[config.mk]
export PLATFORM = sky130hd
export DESIGN_NAME = uart_irq_ident
export DESIGN_NICKNAME = d
export VERILOG_FILES = /design/src/rtl/uart_irq_pkg.sv /design/src/rtl/uart_irq_flag.sv /design/src/rtl/uart_irq_thre.sv /design/src/rtl/uart_irq_prio.sv /design/src/rtl/uart_irq_ident.sv
export SDC_FILE = /design/constraint.sdc
export NUM_CORES = 1
export LEC_CHECK = 0
export BUFFER_PORTS_ARGS = -buffer_cell sky130_fd_sc_hd__buf_2
export CAP_MARGIN = 20
export CORE_AREA = 3 3 40 42
export CTS_BUF_LIST = sky130_fd_sc_hd__clkbuf_4
export DETAILED_ROUTE_END_ITERATION = 10
export DIE_AREA = 0 0 43 45
export PLACE_DENSITY = 0.65
export SLEW_MARGIN = 40
export SYNTH_ARGS = -nofsm -noshare
export SYNTH_HDL_FRONTEND = slang
export SYNTH_SLANG_ARGS = --single-unit
[constraint.sdc]
create_clock -name clk -period 1.3 [get_ports clk]
set_clock_uncertainty 0.2 [all_clocks]
set_input_delay 0.13 -clock clk [delete_from_list [all_inputs] [get_ports clk]]
set_output_delay 0.13 -clock clk [all_outputs]
set_load 0.1 [all_outputs]
[src/rtl/uart_irq_pkg.sv]
package uart_irq_pkg;
   typedef logic [3:0] irq_code_t;
   localparam irq_code_t CODE_LINE  = 4'h6;
   localparam irq_code_t CODE_RXDAT = 4'h4;
   localparam irq_code_t CODE_TMO   = 4'hC;
   localparam irq_code_t CODE_THRE  = 4'h2;
   localparam irq_code_t CODE_MODEM = 4'h0;
   localparam irq_code_t CODE_IDLE  = 4'h1;
   localparam int EN_RX    = 0;
   localparam int EN_THRE  = 1;
   localparam int EN_LINE  = 2;
   localparam int EN_MODEM = 3;
endpackage

[src/rtl/uart_irq_flag.sv]
module uart_irq_flag #(
   parameter bit SET_WINS = 1'b1
) (
   input  logic clk,
   input  logic rst_n,
   input  logic set_i,
   input  logic clr_i,
   output logic nxt_o,
   output logic q_o
);
   generate
      if (SET_WINS) begin : g_set_wins
         assign nxt_o = set_i | (q_o & ~clr_i);
      end else begin : g_clr_wins
         assign nxt_o = ~clr_i & (set_i | q_o);
      end
   endgenerate

   always_ff @(posedge clk or negedge rst_n) begin
      if (!rst_n) q_o <= 1'b0;
      else        q_o <= nxt_o;
   end
endmodule

[src/rtl/uart_irq_thre.sv]
module uart_irq_thre (
   input  logic clk,
   input  logic rst_n,
   input  logic en_i,
   input  logic empty_i,
   input  logic wr_i,
   input  logic ack_i,
   output logic nxt_o,
   output logic q_o
);
   logic empty_q, en_q, arm;

   assign arm   = (empty_i & ~empty_q) | (empty_i & en_i & ~en_q);
   assign nxt_o = (wr_i | ack_i) ? 1'b0 : (arm | q_o);

   always_ff @(posedge clk or negedge rst_n) begin
      if (!rst_n) begin
         q_o     <= 1'b0;
         empty_q <= 1'b1;
         en_q    <= 1'b0;
      end else begin
         q_o     <= nxt_o;
         empty_q <= empty_i;
         en_q    <= en_i;
      end
   end
endmodule

[src/rtl/uart_irq_prio.sv]
module uart_irq_prio
   import uart_irq_pkg::*;
#(
   parameter int IER_W       = 4,
   parameter bit TMO_SUPPORT = 1'b1
) (
   input  logic [IER_W-1:0] ier_i,
   input  logic             line_i,
   input  logic             rx_i,
   input  logic             tmo_i,
   input  logic             thre_i,
   input  logic             modem_i,
   output irq_code_t        code_o
);
   logic tmo_eff;

   generate
      if (TMO_SUPPORT) begin : g_tmo
         assign tmo_eff = tmo_i;
      end else begin : g_no_tmo
         assign tmo_eff = 1'b0;
      end
   endgenerate

   always_comb begin
      if (line_i && ier_i[EN_LINE])             code_o = CODE_LINE;
      else if (tmo_eff && ier_i[EN_RX])         code_o = CODE_TMO;
      else if (rx_i && ier_i[EN_RX])            code_o = CODE_RXDAT;
      else if (thre_i && ier_i[EN_THRE])        code_o = CODE_THRE;
      else if (modem_i && ier_i[EN_MODEM])      code_o = CODE_MODEM;
      else                                      code_o = CODE_IDLE;
   end
endmodule

[src/rtl/uart_irq_ident.sv]
module uart_irq_ident
   import uart_irq_pkg::*;
#(
   parameter int IER_W       = 4,
   parameter int IIR_W       = 8,
   parameter bit TMO_SUPPORT = 1'b1,
   parameter bit SET_WINS    = 1'b1
) (
   input  logic             clk,
   input  logic             rst_n,
   input  logic [IER_W-1:0] ier_i,
   input  logic             fifo_en_i,
   input  logic             line_err_i,
   input  logic             rx_trig_i,
   input  logic             rx_tmo_i,
   input  logic             thr_empty_i,
   input  logic             msr_chg_i,
   input  logic             lsr_rd_i,
   input  logic             msr_rd_i,
   input  logic             iir_rd_i,
   input  logic             thr_wr_i,
   output logic             irq_o,
   output logic [IIR_W-1:0] iir_o
);
   localparam int SIG_LO = IIR_W - 2;

   generate
      if (IIR_W != 8) begin : g_bad_iir_w
         $error("identification byte must be 8 bits wide");
      end
      if (IER_W < 4) begin : g_bad_ier_w
         $error("at least four enable bits are needed");
      end
   endgenerate

   logic      line_nxt, line_q, modem_nxt, modem_q, thre_nxt, thre_q, thre_ack;
   irq_code_t code_nxt;

   assign thre_ack = iir_rd_i && !iir_o[0] && (iir_o[3:0] == CODE_THRE);

   uart_irq_flag #(.SET_WINS(SET_WINS)) u_line (
      .clk(clk), .rst_n(rst_n), .set_i(line_err_i), .clr_i(lsr_rd_i),
      .nxt_o(line_nxt), .q_o(line_q));

   uart_irq_flag #(.SET_WINS(SET_WINS)) u_modem (
      .clk(clk), .rst_n(rst_n), .set_i(msr_chg_i), .clr_i(msr_rd_i),
      .nxt_o(modem_nxt), .q_o(modem_q));

   uart_irq_thre u_thre (
      .clk(clk), .rst_n(rst_n), .en_i(ier_i[EN_THRE]), .empty_i(thr_empty_i),
      .wr_i(thr_wr_i), .ack_i(thre_ack), .nxt_o(thre_nxt), .q_o(thre_q));

   uart_irq_prio #(.IER_W(IER_W), .TMO_SUPPORT(TMO_SUPPORT)) u_prio (
      .ier_i(ier_i), .line_i(line_nxt), .rx_i(rx_trig_i), .tmo_i(rx_tmo_i),
      .thre_i(thre_nxt), .modem_i(modem_nxt), .code_o(code_nxt));

   always_ff @(posedge clk or negedge rst_n) begin
      if (!rst_n) begin
         iir_o <= IIR_W'(CODE_IDLE);
         irq_o <= 1'b0;
      end else begin
         iir_o <= {{2{fifo_en_i}}, {(SIG_LO-4){1'b0}}, code_nxt};
         irq_o <= ~code_nxt[0];
      end
   end

   a_r2_idle_code: assert property (@(posedge clk) disable iff (!rst_n)
      !irq_o |-> (iir_o[3:0] == CODE_IDLE));
   a_r3_all_off: assert property (@(posedge clk) disable iff (!rst_n)
      (ier_i[3:0] == 4'h0) |=> !irq_o);
   a_r6_fifo_sig: assert property (@(posedge clk) disable iff (!rst_n)
      fifo_en_i |=> (iir_o[7:6] == 2'b11));
   a_r7_line_sticky: assert property (@(posedge clk) disable iff (!rst_n)
      (ier_i[EN_LINE] && !iir_o[0] && iir_o[3:0] == CODE_LINE && !lsr_rd_i)
      |=> (iir_o[3:0] == CODE_LINE));
   a_r7_line_clear: assert property (@(posedge clk) disable iff (!rst_n)
      (lsr_rd_i && !line_err_i) |=> (iir_o[3:0] != CODE_LINE));
   a_r8_modem_clear: assert property (@(posedge clk) disable iff (!rst_n)
      (msr_rd_i && !msr_chg_i) |=> (iir_o[3:0] != CODE_MODEM));
   a_r10_thr_write: assert property (@(posedge clk) disable iff (!rst_n)
      thr_wr_i |=> (iir_o[3:0] != CODE_THRE));
endmodule

# Word level (Yosys, flattened, before mapping)
# Cells that the tools add are included.
# totals
register_bits	11
in_bits	16
output_inout_bits	9
elab_cells	37
# op_classes
eq_ne	1
mux	6
bitwise_logic	15
reduce_logical	8
# op_table
cell	n
2-to-1 mux 4 bit	4
logical AND 1 bit	7
bitwise AND 1 bit	5
inverter 1 bit	5
OR 1 bit	5
equality test 4 x 2 -> 1 bit, second input constant	1
2-to-1 mux 1 bit	2
zero test 1 bit	1

# Longest topological paths before layout
# Gate-level depths: netlist of run 1.
# logic_depth
depth_word	11
ltp_mapped	4
ltp_nobuf	4

# Hierarchy
# From an unflattened synthesis of run 1, not the netlist that was laid out.
# unflattened
cells_unflattened	33
hier_area_um2	424.2
# modules_own_cells
module	instances	cells_per_inst	area_per_inst_um2	seq_area_each_um2
uart_irq_ident	1	13	195.2	151.4
uart_irq_thre	1	7	107.6	76.3
uart_irq_flag	2	3	36.3	25.0
uart_irq_prio	1	7	48.8	0.0

# Worst setup path after synthesis of run 1
# Ideal clock, no wire load.
# synth_timing
path_kind	register to register
start	register iir_o[1]
end	register irq_o
setup_ns	0.126
arrival_ns	1.762
required_ns	0.974
slack_ns	-0.788
stages_incl_launch_ff	5
path_buffers	0
synth_period_minus_slack_ns	2.088
cell_sequence	dfrtp_1 -> nor4b_2 -> a21oi_1 -> o21a_2 -> a221o_1
# synth_via
elab_chain_cells	10
# synth_lines
item	line	rtl
start: declaration	uart_irq_ident.sv:23	output logic [IIR_W-1:0] iir_o
start signal: assignment	uart_irq_ident.sv:59	iir_o <= IIR_W'(CODE_IDLE);
start signal: assignment	uart_irq_ident.sv:62	iir_o <= {{2{fifo_en_i}}, {(SIG_LO-4){1'b0}}, code_nxt};
equality test 4 x 2 -> 1 bit	uart_irq_ident.sv:39	assign thre_ack = iir_rd_i && !iir_o[0] && (iir_o[3:0] == CODE_THRE);
logical AND 1 bit	uart_irq_ident.sv:39	
OR 1 bit	uart_irq_thre.sv:14	assign nxt_o = (wr_i | ack_i) ? 1'b0 : (arm | q_o);
2-to-1 mux 1 bit	uart_irq_thre.sv:14	
named net thre_nxt	uart_irq_ident.sv:36	logic line_nxt, line_q, modem_nxt, modem_q, thre_nxt, thre_q, thre_ack;
logical AND 1 bit	uart_irq_prio.sv:29	else if (thre_i && ier_i[EN_THRE]) code_o = CODE_THRE;
2-to-1 mux 4 bit	uart_irq_prio.sv:29	
2-to-1 mux 4 bit	uart_irq_prio.sv:28	else if (rx_i && ier_i[EN_RX]) code_o = CODE_RXDAT;
2-to-1 mux 4 bit	uart_irq_prio.sv:27	else if (tmo_eff && ier_i[EN_RX]) code_o = CODE_TMO;
2-to-1 mux 4 bit	uart_irq_prio.sv:26	if (line_i && ier_i[EN_LINE]) code_o = CODE_LINE;
inverter 1 bit	uart_irq_ident.sv:63	irq_o <= ~code_nxt[0];
end signal: assignment	uart_irq_ident.sv:63	
end: declaration	uart_irq_ident.sv:22	output logic irq_o,
# The timed path passes the listed nets, and every way through them passes these cells.

# Worst setup path after layout of run 1
# layout_timing
start	register iir_o[2]
end	register irq_o
# The elaborated chain is that of the path after synthesis.

==> results of run 1 <==
[power groups by stage]
stage	sequential, mW	combinational [mW]	clock (mW)
floorplan	0.500	0.0741	0
global placement	0.396	0.298	0
detailed placement	0.397	0.300	0
CTS	0.394	0.322	0.250
global route	0.397	0.336	0.277
finish	0.394	0.322	0.242
[cell usage in the layout, fill, tap and decap left out, drive strengths merged, types with 2 or more instances in the layout]
| master | synthesis | routed |
|---|---|---|
| buf | 3 | 27 |
| clkbuf | 0 | 4 |
| conb | 1 | 2 |
| dfrtp | 9 | 9 |
| dfstp | 2 | 2 |
| dlygate4sd3 | 0 | 7 |
| o21ai | 2 | 2 |
[cells by family after synthesis]
logic type | count (synthesis) | synth area share
buffers and inverters | 4 | 0.0625
DFF | 11 | 0.661
AOI/OAI and AO/OA | 9 | 0.164
and+or+nand+nor | 6 | 0.104
other | 1 | 0.00892
[state kept, by name, summed over array words and instances, names as in the netlist]
name,count
iir_o,5
irq_o,1
u_line.q_o,1
u_modem.q_o,1
u_thre.empty_q,1
u_thre.en_q,1
u_thre.q_o,1
[worst min path at each step]
stage | end | slack, ns | cells after the start
after floorplan | irq_o | -0.37 | 0
after global placement | iir_o[2] | -0.20 | 1
after detailed placement | iir_o[1] | -0.19 | 1
after CTS | u_line.q_o | -0.12 | 2
after global routing | u_line.q_o | -0.11 | 2
final | u_line.q_o | -0.11 | 2
[per-layer routing]
metal  GRT usage  vias up
li1            -      178
met1       0.115      183
met2       0.219       18
met3      0.0279        2
met4      0.0723        0
met5           0        -
[area by class of cell]
class	instances	area (µm²)
flip-flops and latches	11	297
fillers	104	473
multi-input cells	17	133
clock buffers	4	30.0
inverters	1	3.75
repair buffers	34	330
well taps	15	18.8
[stage by stage]
step | util | std cells | power (mW)
6_report | 0.632 | 82 | 0.957
5_1_grt | 0.632 | 82 | 1.01
4_1_cts | 0.629 | 82 | 0.967
3_5_place_dp | 0.538 | 71 | 0.697
3_3_place_gp | 0.538 | 71 | 0.694
2_1_floorplan | - | 32 | 0.574
[what timing repair did]
item | CTS | global route
setup endpoints to repair | 8 | 10
resized for setup | 3 | 2
setup buffers | 0 | 1
endpoints found under the hold margin | 21 | 5
pin swaps | 0 | 1
[cell usage after synthesis (all sizes together)]
master / count / area (µm²)
o21ai: 2 / 10.0
a21boi: 1 / 7.51
nor2b: 1 / 6.26
nor4b: 1 / 15.0
and3: 1 / 6.26
a221o: 1 / 10.0
dfrtp: 9 / 225
inv: 1 / 3.75
buf: 3 / 22.5
dfstp: 2 / 52.6
a21oi: 1 / 5.00
nand2b: 1 / 6.26
a21o: 1 / 7.51
o21a: 1 / 8.76
nand2: 1 / 3.75
conb: 1 / 3.75
a221oi: 1 / 8.76
a32o: 1 / 11.3
or2: 1 / 6.26
==> summary.md, run 1 <==
| Metric | Value |
|---|---|
| CP Data Arrival Time | 1.55 ns |
| Htree depth | 1 |
| Worst Path Buf+Inv | 0 |
| Kind of critical path | reg2reg |
| Sequential share of power | 0.411 |
| Final hold violation count | 5 |
| Sw Ratio | 0.326 |
| Delay of the slowest critical-path stage | 0.49 ns |
| Hold WC Path Type | in2reg |
| Clock latency on the worst-skew pair | 0.26 ns |
| Die footprint | 1940 µm² |
| I/O Buffers | 22 |
| Final instance area | 812 µm² |
| CTS Hold Buffers Added | 7 |
| Pleak | 0.381 nW |
| Initial Util | 0.327 |
| Metal3 WL | 73 µm |
| Crit Reg-Reg Endpoint | irq_o |
| Mapped Cells | 31 |
| Warnings, synthesis | 0 |
| Top routing layer in use | met4 |
| Setup crit start | iir_o[2] |
| Power Dens Cells | 1180 nW/µm² |
| Critical Path RT | 1.24 ns |
| Startpoint Class | register |
| Worst-path clk slew | 0.07 ns |
| Routed Antenna Nets | 0 |
| Final setup fails | 7 |
| Peak Freq | 624 MHz |
| Mean Syn Cell Area | 13.6 µm² |
| Initial drt markers | 1 |
| Worst r2r path cells | 4 |
| I/O Pins | 25 |
| Internal power | 0.645 mW |
| Largest net degree at the start of global routing | 12 |
| Critical Path End | irq_o |
| Status | complete, but fails checks |
| Pre-CTS WS | -0.322 ns |
| Diode count | 0 |
| Unique masters post-synth | 19 |
| Core area | 1280 µm² |
| Post-route met1 wirelength | 332 µm |
| Final slew viol count | 0 |
| DP Area | 692 µm² |
| Critical-path cell list | nor4b_4 > a21oi_2 > o21a_2 > a221o_1 |
| FF+latch count, synth | 11 |
| Register area share after synthesis | 0.661 |
| Reg2reg setup slack | -0.30 ns |
| Setup tns final | -1.16 ns |
| Clock sink count | 11 |
| Synthesized area | 420 µm² |
| Nets | 84 |
| R2r startpoint | iir_o[2] |
| Crit share post-route | 1.23 |
| Final WL | 957 µm |
| WL/cell | 11.7 µm |
| Root buffer cell | clkbuf_4 |
| CTS Buffer Depth | 2 |
| Crit Path Max Fanout | 4 |
| Hold path startpoint | line_err_i |
| GPL Wtd Cong | 0.736 |
| Critical path depth in cells | 4 |
| Post-DP HPWL | 729 µm |
| CP max-delay cell | dfrtp_4 |
| Remaining Overflow, GRT | 0 |
| CP Capture Type | register |
| Chip Height | 45 µm |
| TritonCTS buffer count | 3 |
| Vias in the first global route | 405 |
| RSZ-0062 raised after global routing | yes |
| CP delay by family, top | compound AO/OA/AOI/OAI gates |
| Final hold slack | -0.106 ns |
| Synth-to-Final Area Change | 93.2% |
| DRC | 0 |
| Switching Power | 0.312 mW |
| Max VDD drop | 0.754 mV |
| Max-Cap Viols | 0 |
| CTS tree | yes |
| Die width | 43 µm |
| DR vias | 381 |
| Gate power share | 0.337 |
| Period minus WS final | 1.60 ns |
| Post-route setup slack | -0.301 ns |
| Metal2 WL | 545 µm |
| Violated checks | negative hold slack, negative setup slack |
| Via density per instance | 4.65 |
| Proportion of layout cells with a drive suffix above 1 | 0.627 |
| First-pass GRT wire length | 1640 µm |
| # rows | 13 |
| Clk network pwr share | 0.252 |
| Antenna violations before repair | 0 |
| All-layer global routing usage | 0.116 |
| DRT Pass-1 Iters | 3 |
Power figures use the tool's default switching activity.
==> inputs of run 2 (changes only) <==
--- a/config.mk
+++ b/config.mk
@@ -12,6 +12,7 @@
 export DETAILED_ROUTE_END_ITERATION = 10
 export DIE_AREA = 0 0 43 45
 export PLACE_DENSITY = 0.65
+export RECOVER_POWER = 100
 export SLEW_MARGIN = 40
 export SYNTH_ARGS = -nofsm -noshare
 export SYNTH_HDL_FRONTEND = slang
==> run 2 against run 1 <==
The flow still finishes with violations (negative hold slack, negative setup slack). Power fell by 0.91%. Core utilization fell by 1.1 points. Final cell count did not move. Sequential cell count did not move. Critical path type unchanged. Largest cell class unchanged.
==> summary.md, run 2 (synthesis gave the netlist of run 1 again) <==
| Metric | Value |
|---|---|
| Proportion of layout cells with a drive suffix above 1 | 0.612 (was 0.627) |
| Power Dens Cells | 1190 nW/µm² (was 1180 nW/µm²) |
| Core area | 1280 µm² (unchanged) |
| Pleak | 0.373 nW (was 0.381 nW) |
| First-pass GRT wire length | 1640 µm (unchanged) |
| All-layer global routing usage | 0.116 (unchanged) |
| Violated checks | negative hold slack, negative setup slack (unchanged) |
| Diode count | 0 (unchanged) |
| Clock latency on the worst-skew pair | 0.26 ns (about the same) |
| Final WL | 957 µm (unchanged) |
| Chip Height | 45 µm (unchanged) |
| DRC | 0 (unchanged) |
| Worst-path clk slew | 0.07 ns (about the same) |
| Crit Path Max Fanout | 4 (unchanged) |
| CP Data Arrival Time | 1.55 ns (about the same) |
| Nets | 84 (unchanged) |
| Routed Antenna Nets | 0 (unchanged) |
| Max FFs per register | 5 (unchanged) |
| Remaining Overflow, GRT | 0 (unchanged) |
| Final hold violation count | 5 (unchanged) |
| Max-Cap Viols | 0 (unchanged) |
| Final hold slack | -0.107 ns (was -0.106 ns) |
| CP Capture Type | register (unchanged) |
| I/O Pins | 25 (unchanged) |
| Clock sink count | 11 (unchanged) |
| CTS Buffer Depth | 2 (unchanged) |
| Max VDD drop | 0.754 mV (about the same) |
| DP Area | 692 µm² (unchanged) |
| Die width | 43 µm (unchanged) |
| Final instance area | 798 µm² (was 812 µm²) |
| Worst-Margin Slew | 0.559 ns |
| Top reg by flops | iir_o (unchanged) |
| Final slew viol count | 0 (unchanged) |
| Die footprint | 1940 µm² (unchanged) |
| Htree depth | 1 (unchanged) |
| Kind of critical path | reg2reg (unchanged) |
| I/O Buffers | 22 (unchanged) |
| Largest net degree at the start of global routing | 12 (unchanged) |
| GPL Wtd Cong | 0.736 (unchanged) |
| Setup tns final | -1.16 ns (about the same) |
| Crit share post-route | 1.23 (about the same) |
| WL/cell | 11.7 µm (unchanged) |
| Worst Path Buf+Inv | 0 (unchanged) |
| Commonest non-fill, non-tap cell in the layout | buf_2 (unchanged) |
| Hold WC Path Type | in2reg (unchanged) |
| Post-route setup slack | -0.301 ns (about the same) |
| TritonCTS buffer count | 3 (unchanged) |
| Synth-to-Final Area Change | 89.9% (was 93.2%) |
| Delay of the slowest critical-path stage | 0.49 ns (about the same) |
| Critical-path cell list | nor4b_4 > a21oi_2 > o21a_2 > a221o_1 (unchanged) |
| Status | complete, but fails checks (unchanged) |
| DR vias | 381 (unchanged) |
| # rows | 13 (unchanged) |
| Slew Limit Headroom | 0.627 |
| Initial drt markers | 1 (unchanged) |
| Initial Util | 0.327 (unchanged) |
| Critical Path RT | 1.24 ns (about the same) |
| CTS Hold Buffers Added | 7 (unchanged) |
| CTS tree | yes (unchanged) |
| CP delay by family, top | compound AO/OA/AOI/OAI gates (unchanged) |
| Peak Freq | 625 MHz (was 624 MHz) |
| Period minus WS final | 1.60 ns (about the same) |
| Most frequent cells in the layout | buf_2 (14), dlygate4sd3_1 (7), buf_12 (6) (was buf_2 (15), dlygate4sd3_1 (7), buf_12 (7)) |
| Pre-CTS WS | -0.322 ns (unchanged) |
| Final setup fails | 7 (unchanged) |
| Tot Pwr | 0.949 mW (was 0.957 mW) |
| Vias in the first global route | 405 (unchanged) |
| Via density per instance | 4.65 (unchanged) |
| Startpoint Class | register (unchanged) |
| RSZ-0062 raised after global routing | yes (unchanged) |
| DRT Pass-1 Iters | 3 (unchanged) |
| CP max-delay cell | dfrtp_4 (unchanged) |
| Root buffer cell | clkbuf_4 (unchanged) |
| Post-DP HPWL | 729 µm (unchanged) |
| Antenna violations before repair | 0 (unchanged) |
==> run 2: changes by cell type in the layout (fill, tap and decap cells not counted) <==
cell and delta:
buf_12 -1, buf_2 -1, buf_4 +1, clkbuf_1 +1
==> run 2: layout make-up <==
class | instances | area (µm²)
sequential | 11 | 297
fill | 104 | 487
multi-input combinational | 17 | 133
clock buffer | 4 | 30.0
timing repair buffer | 34 | 317
tap | 15 | 18.8
inverter | 1 | 3.75
==> run 2: path summary, 6_finish.rpt <==
check	startpoint	endpoint	slack, ns	cells past startpoint
max in group asynchronous	rst_n	iir_o[2]	0.30	2
min in group asynchronous	rst_n	irq_o	0.18	2
worst min register to register	u_modem.q_o	u_modem.q_o	0.33	1
worst max register to register	iir_o[2]	irq_o	-0.30	4
worst min-delay path	line_err_i	u_line.q_o	-0.11	2
worst max-delay path	iir_o[2]	irq_o	-0.30	4
==> run 2: timing repair <==
item                                   4_1_cts  5_1_grt
pin swaps                                    0        1
buffers inserted                             0        1
gates resized for setup                      3        2
endpoints found under the hold margin       21        5
setup endpoints to repair                    8       10
==> run 2: report_power, final <==
part / leakage (nW) / total [mW] / internal [mW] / switching (mW)
sequential: 0.122 / 0.392 / 0.377 / 0.0154
combinational: 0.232 / 0.315 / 0.122 / 0.193
clock: 0.0184 / 0.242 / 0.139 / 0.103
==> run 2: stage by stage <==
| step | cells | utilization |
|---|---|---|
| 6_report | 82 | 0.621 |
| 5_1_grt | 82 | 0.621 |
| 4_1_cts | 82 | 0.629 |
| 3_5_place_dp | 71 | 0.538 |
| 3_3_place_gp | 71 | 0.538 |
| 2_1_floorplan | 32 | - |
==> run 2: metal layers <==
layer  wire length (µm)  GRT usage  vias to the layer above  share of wire
met5                  0          0                        -              0
met4                  5     0.0723                        0         0.0052
met3                 73     0.0279                        2          0.076
met2                545      0.219                       18           0.57
met1                333      0.115                      183           0.35
li1                   -          -                      178              -
==> inputs of run 3 (changes only) <==
--- a/config.mk
+++ b/config.mk
@@ -11,7 +11,7 @@
 export CTS_BUF_LIST = sky130_fd_sc_hd__clkbuf_4
 export DETAILED_ROUTE_END_ITERATION = 10
 export DIE_AREA = 0 0 43 45
-export PLACE_DENSITY = 0.65
+export PLACE_DENSITY = 0.62
 export RECOVER_POWER = 100
 export SLEW_MARGIN = 40
 export SYNTH_ARGS = -nofsm -noshare
==> constraint.sdc (replaced) <==
create_clock -name clk -period 1.8 [get_ports clk]
set_clock_uncertainty 0.2 [all_clocks]
set_input_delay 0.18 -clock clk [delete_from_list [all_inputs] [get_ports clk]]
set_output_delay 0.18 -clock clk [all_outputs]
set_load 0.1 [all_outputs]
==> run 3 against run 2 <==
The flow now finishes without violations. First-iteration DRC count unchanged. Critical path type is now in2reg. Sequential share of layout area increased by 5.5 points. Largest power group unchanged. Critical endpoint unchanged. Cell area decreased by 17%. Critical path depth increased by 2. Core utilization decreased by 11 points. Register-to-register slack improved by 0.53 ns. Global-route usage decreased by 1.0 points. Routed wire length decreased by 13%. Non-clock buffer count decreased by 2. Clock power decreased by 29%. Die area unchanged. Via count decreased by 5.0%.
==> summary.md, run 3 (synthesis gave the netlist of run 1 again) <==
| Metric | Value |
|---|---|
| Clock sink count | 11 (unchanged) |
| Crit share post-route | 0.910 |
| WL/cell | 10.4 µm (was 11.7 µm) |
| Final slew viol count | 0 (unchanged) |
| Routed Antenna Nets | 0 (unchanged) |
| Clock latency on the worst-skew pair | 0.26 ns (about the same) |
| Startpoint Class | primary input (was register) |
| Max VDD drop | 0.396 mV (was 0.754 mV) |
| Top reg by flops | iir_o (unchanged) |
| Kind of critical path | in2reg (was reg2reg) |
| Setup tns final | 0 ns (was -1.16 ns) |
| CTS tree | yes (unchanged) |
| Proportion of layout cells with a drive suffix above 1 | 0.492 (was 0.612) |
| CP Capture Type | register (unchanged) |
| DRT Pass-1 Iters | 2 (was 3) |
| Initial Util | 0.327 (unchanged) |
| Final WL | 831 µm (was 957 µm) |
| I/O Buffers | 22 (unchanged) |
| Post-DP HPWL | 656 µm (was 729 µm) |
| CP delay by family, top | buffers and inverters (was compound AO/OA/AOI/OAI gates) |
| Final hold violation count | 0 (was 5) |
| Root buffer cell | clkbuf_4 (unchanged) |
| R2r startpoint | iir_o[3] (was iir_o[2]) |
| Hold path startpoint | thr_wr_i (was line_err_i) |
| CP Data Arrival Time | 1.58 ns (was 1.55 ns) |
| Die footprint | 1940 µm² (unchanged) |
| Commonest non-fill, non-tap cell in the layout | buf_2 (unchanged) |
| Worst hold endpoint | u_thre.q_o (was u_line.q_o) |
| DRC | 0 (unchanged) |
| Crit Path Max Fanout | 5 (was 4) |
| Max-Cap Viols | 0 (unchanged) |
| Worst-path clk slew | 0.07 ns (about the same) |
| Crit Reg-Reg Endpoint | irq_o (unchanged) |
| Power Dens Cells | 946 nW/µm² (was 1190 nW/µm²) |
| All-layer global routing usage | 0.106 (was 0.116) |
| I/O Pins | 25 (unchanged) |
| Nets | 82 (was 84) |
| Final instance area | 661 µm² (was 798 µm²) |
| Htree depth | 1 (unchanged) |
| GPL Wtd Cong | 0.704 (was 0.736) |
| Max FFs per register | 5 (unchanged) |
| Reg2reg setup slack | 0.23 ns (was -0.30 ns) |
| Delay of the slowest critical-path stage | 0.53 ns (was 0.49 ns) |
| CTS Buffer Depth | 2 (unchanged) |
| Most frequent cells in the layout | buf_2 (13), dlygate4sd3_1 (10), clkbuf_2 (7) (was buf_2 (14), dlygate4sd3_1 (7), buf_12 (6)) |
| Hold depth | 3 (was 2) |
| Peak Freq | 611 MHz |
| Chip Height | 45 µm (unchanged) |
| Pleak | 0.322 nW (was 0.373 nW) |
| Period minus WS final | 1.64 ns |
| Remaining Overflow, GRT | 0 (unchanged) |
| Worst Path Buf+Inv | 2 (was 0) |
| Die width | 43 µm (unchanged) |
| Final setup fails | 0 (was 7) |
| # rows | 13 (unchanged) |
| Slew Limit Headroom | 0.639 (was 0.627) |
| Critical-path cell list | dlygate4sd3_1 > clkbuf_1 > nand2b_1 > a21boi_1 > o21a_1 > a221o_1 (was nor4b_4 > a21oi_2 > o21a_2 > a221o_1) |
| Largest net degree at the start of global routing | 12 (unchanged) |
| RSZ-0062 raised after global routing | no (was yes) |
| Status | complete, no violations (was complete, but fails checks) |
| First-pass GRT wire length | 1460 µm (was 1640 µm) |
| DR vias | 362 (was 381) |
| DP Area | 534 µm² (was 692 µm²) |
| Setup crit start | ier_i[1] (was iir_o[2]) |
| Worst-Margin Slew | 0.543 ns (was 0.559 ns) |
| Filler cells | 130 (was 104) |
| Post-CTS Setup Bufs | 0 (unchanged) |
| Synth-to-Final Area Change | 57.1% (was 89.9%) |
| Vias in the first global route | 400 (was 405) |
| Diode count | 0 (unchanged) |
| Initial drt markers | 1 (unchanged) |
| Critical Path RT | 1.74 ns (was 1.24 ns) |
| Antenna violations before repair | 0 (unchanged) |
| CP max-delay cell | dlygate4sd3_1 (was dfrtp_4) |
| Core area | 1280 µm² (unchanged) |
| Worst r2r path cells | 4 (unchanged) |
| TritonCTS buffer count | 3 (unchanged) |
| Hold WC Path Type | in2reg (unchanged) |
| Via density per instance | 4.53 (was 4.65) |
run 3: cell types whose count changed in the layout (fill, tap and decap cells not counted), moves of 3 or more:
cell / delta
buf_4: -4
clkbuf_2: +7
dfrtp_2: +3
dlygate4sd3_1: +3
dfrtp_4: -4
buf_12: -6
run 3: repair_timing:
action | 4_1_cts | 5_1_grt
hold buffers | 10 | 0
resized for setup | 0 | 0
endpoints found under the hold margin | 20 | 0
run 3: power breakdown:
group          leakage, nW  switching [mW]  internal [mW]
Sequential           0.122         0.00701          0.268
Combinational        0.181           0.133         0.0455
Clock               0.0184          0.0721          0.101
Total                0.322           0.212          0.414
run 3: worst reg2reg max path, stage by stage, from the launching register on:
cell	delay [ns]
dfrtp_2	0.40
nor4b_2	0.25
a21oi_1	0.10
o21a_1	0.15
a221o_1	0.35
run 3: cell type report:
| cell class | instances | area [µm²] | area share |
|---|---|---|---|
| timing repair buffer | 32 | 208 | 0.314 |
| multi-input combinational | 17 | 119 | 0.180 |
| clock buffer | 4 | 30.0 | 0.0455 |
| inverter | 1 | 3.75 | 0.00568 |
| tap | 15 | 18.8 | 0.0284 |
| sequential | 11 | 282 | 0.426 |
run 3: per-stage QoR:
step                power [mW]  hold slack [ns]  utilization  setup slack [ns]  std cells
floorplan                0.409           -0.316            -           0.00671         32
global placement         0.442           -0.145        0.416             0.284         66
detailed placement       0.443           -0.147        0.416             0.243         66
CTS                      0.634          0.00901        0.517             0.195         80
global route             0.655           0.0449        0.514            0.0783         80
finish                   0.625           0.0302        0.514             0.163         80
run 3: routing by layer:
layer,global-route usage,up-vias,wire length [µm]
met5,0,-,0
met4,0.0904,0,12
met3,0.0239,2,83
met2,0.198,17,414
met1,0.0969,170,320
li1,-,173,-
run 3: worst max path at each step:
stage / endpoint / cells after the start
finish: irq_o / 6
global route: iir_o[0] / 6
CTS: iir_o[0] / 6
detailed placement: irq_o / 4
global placement: irq_o / 4
floorplan: irq_o / 4
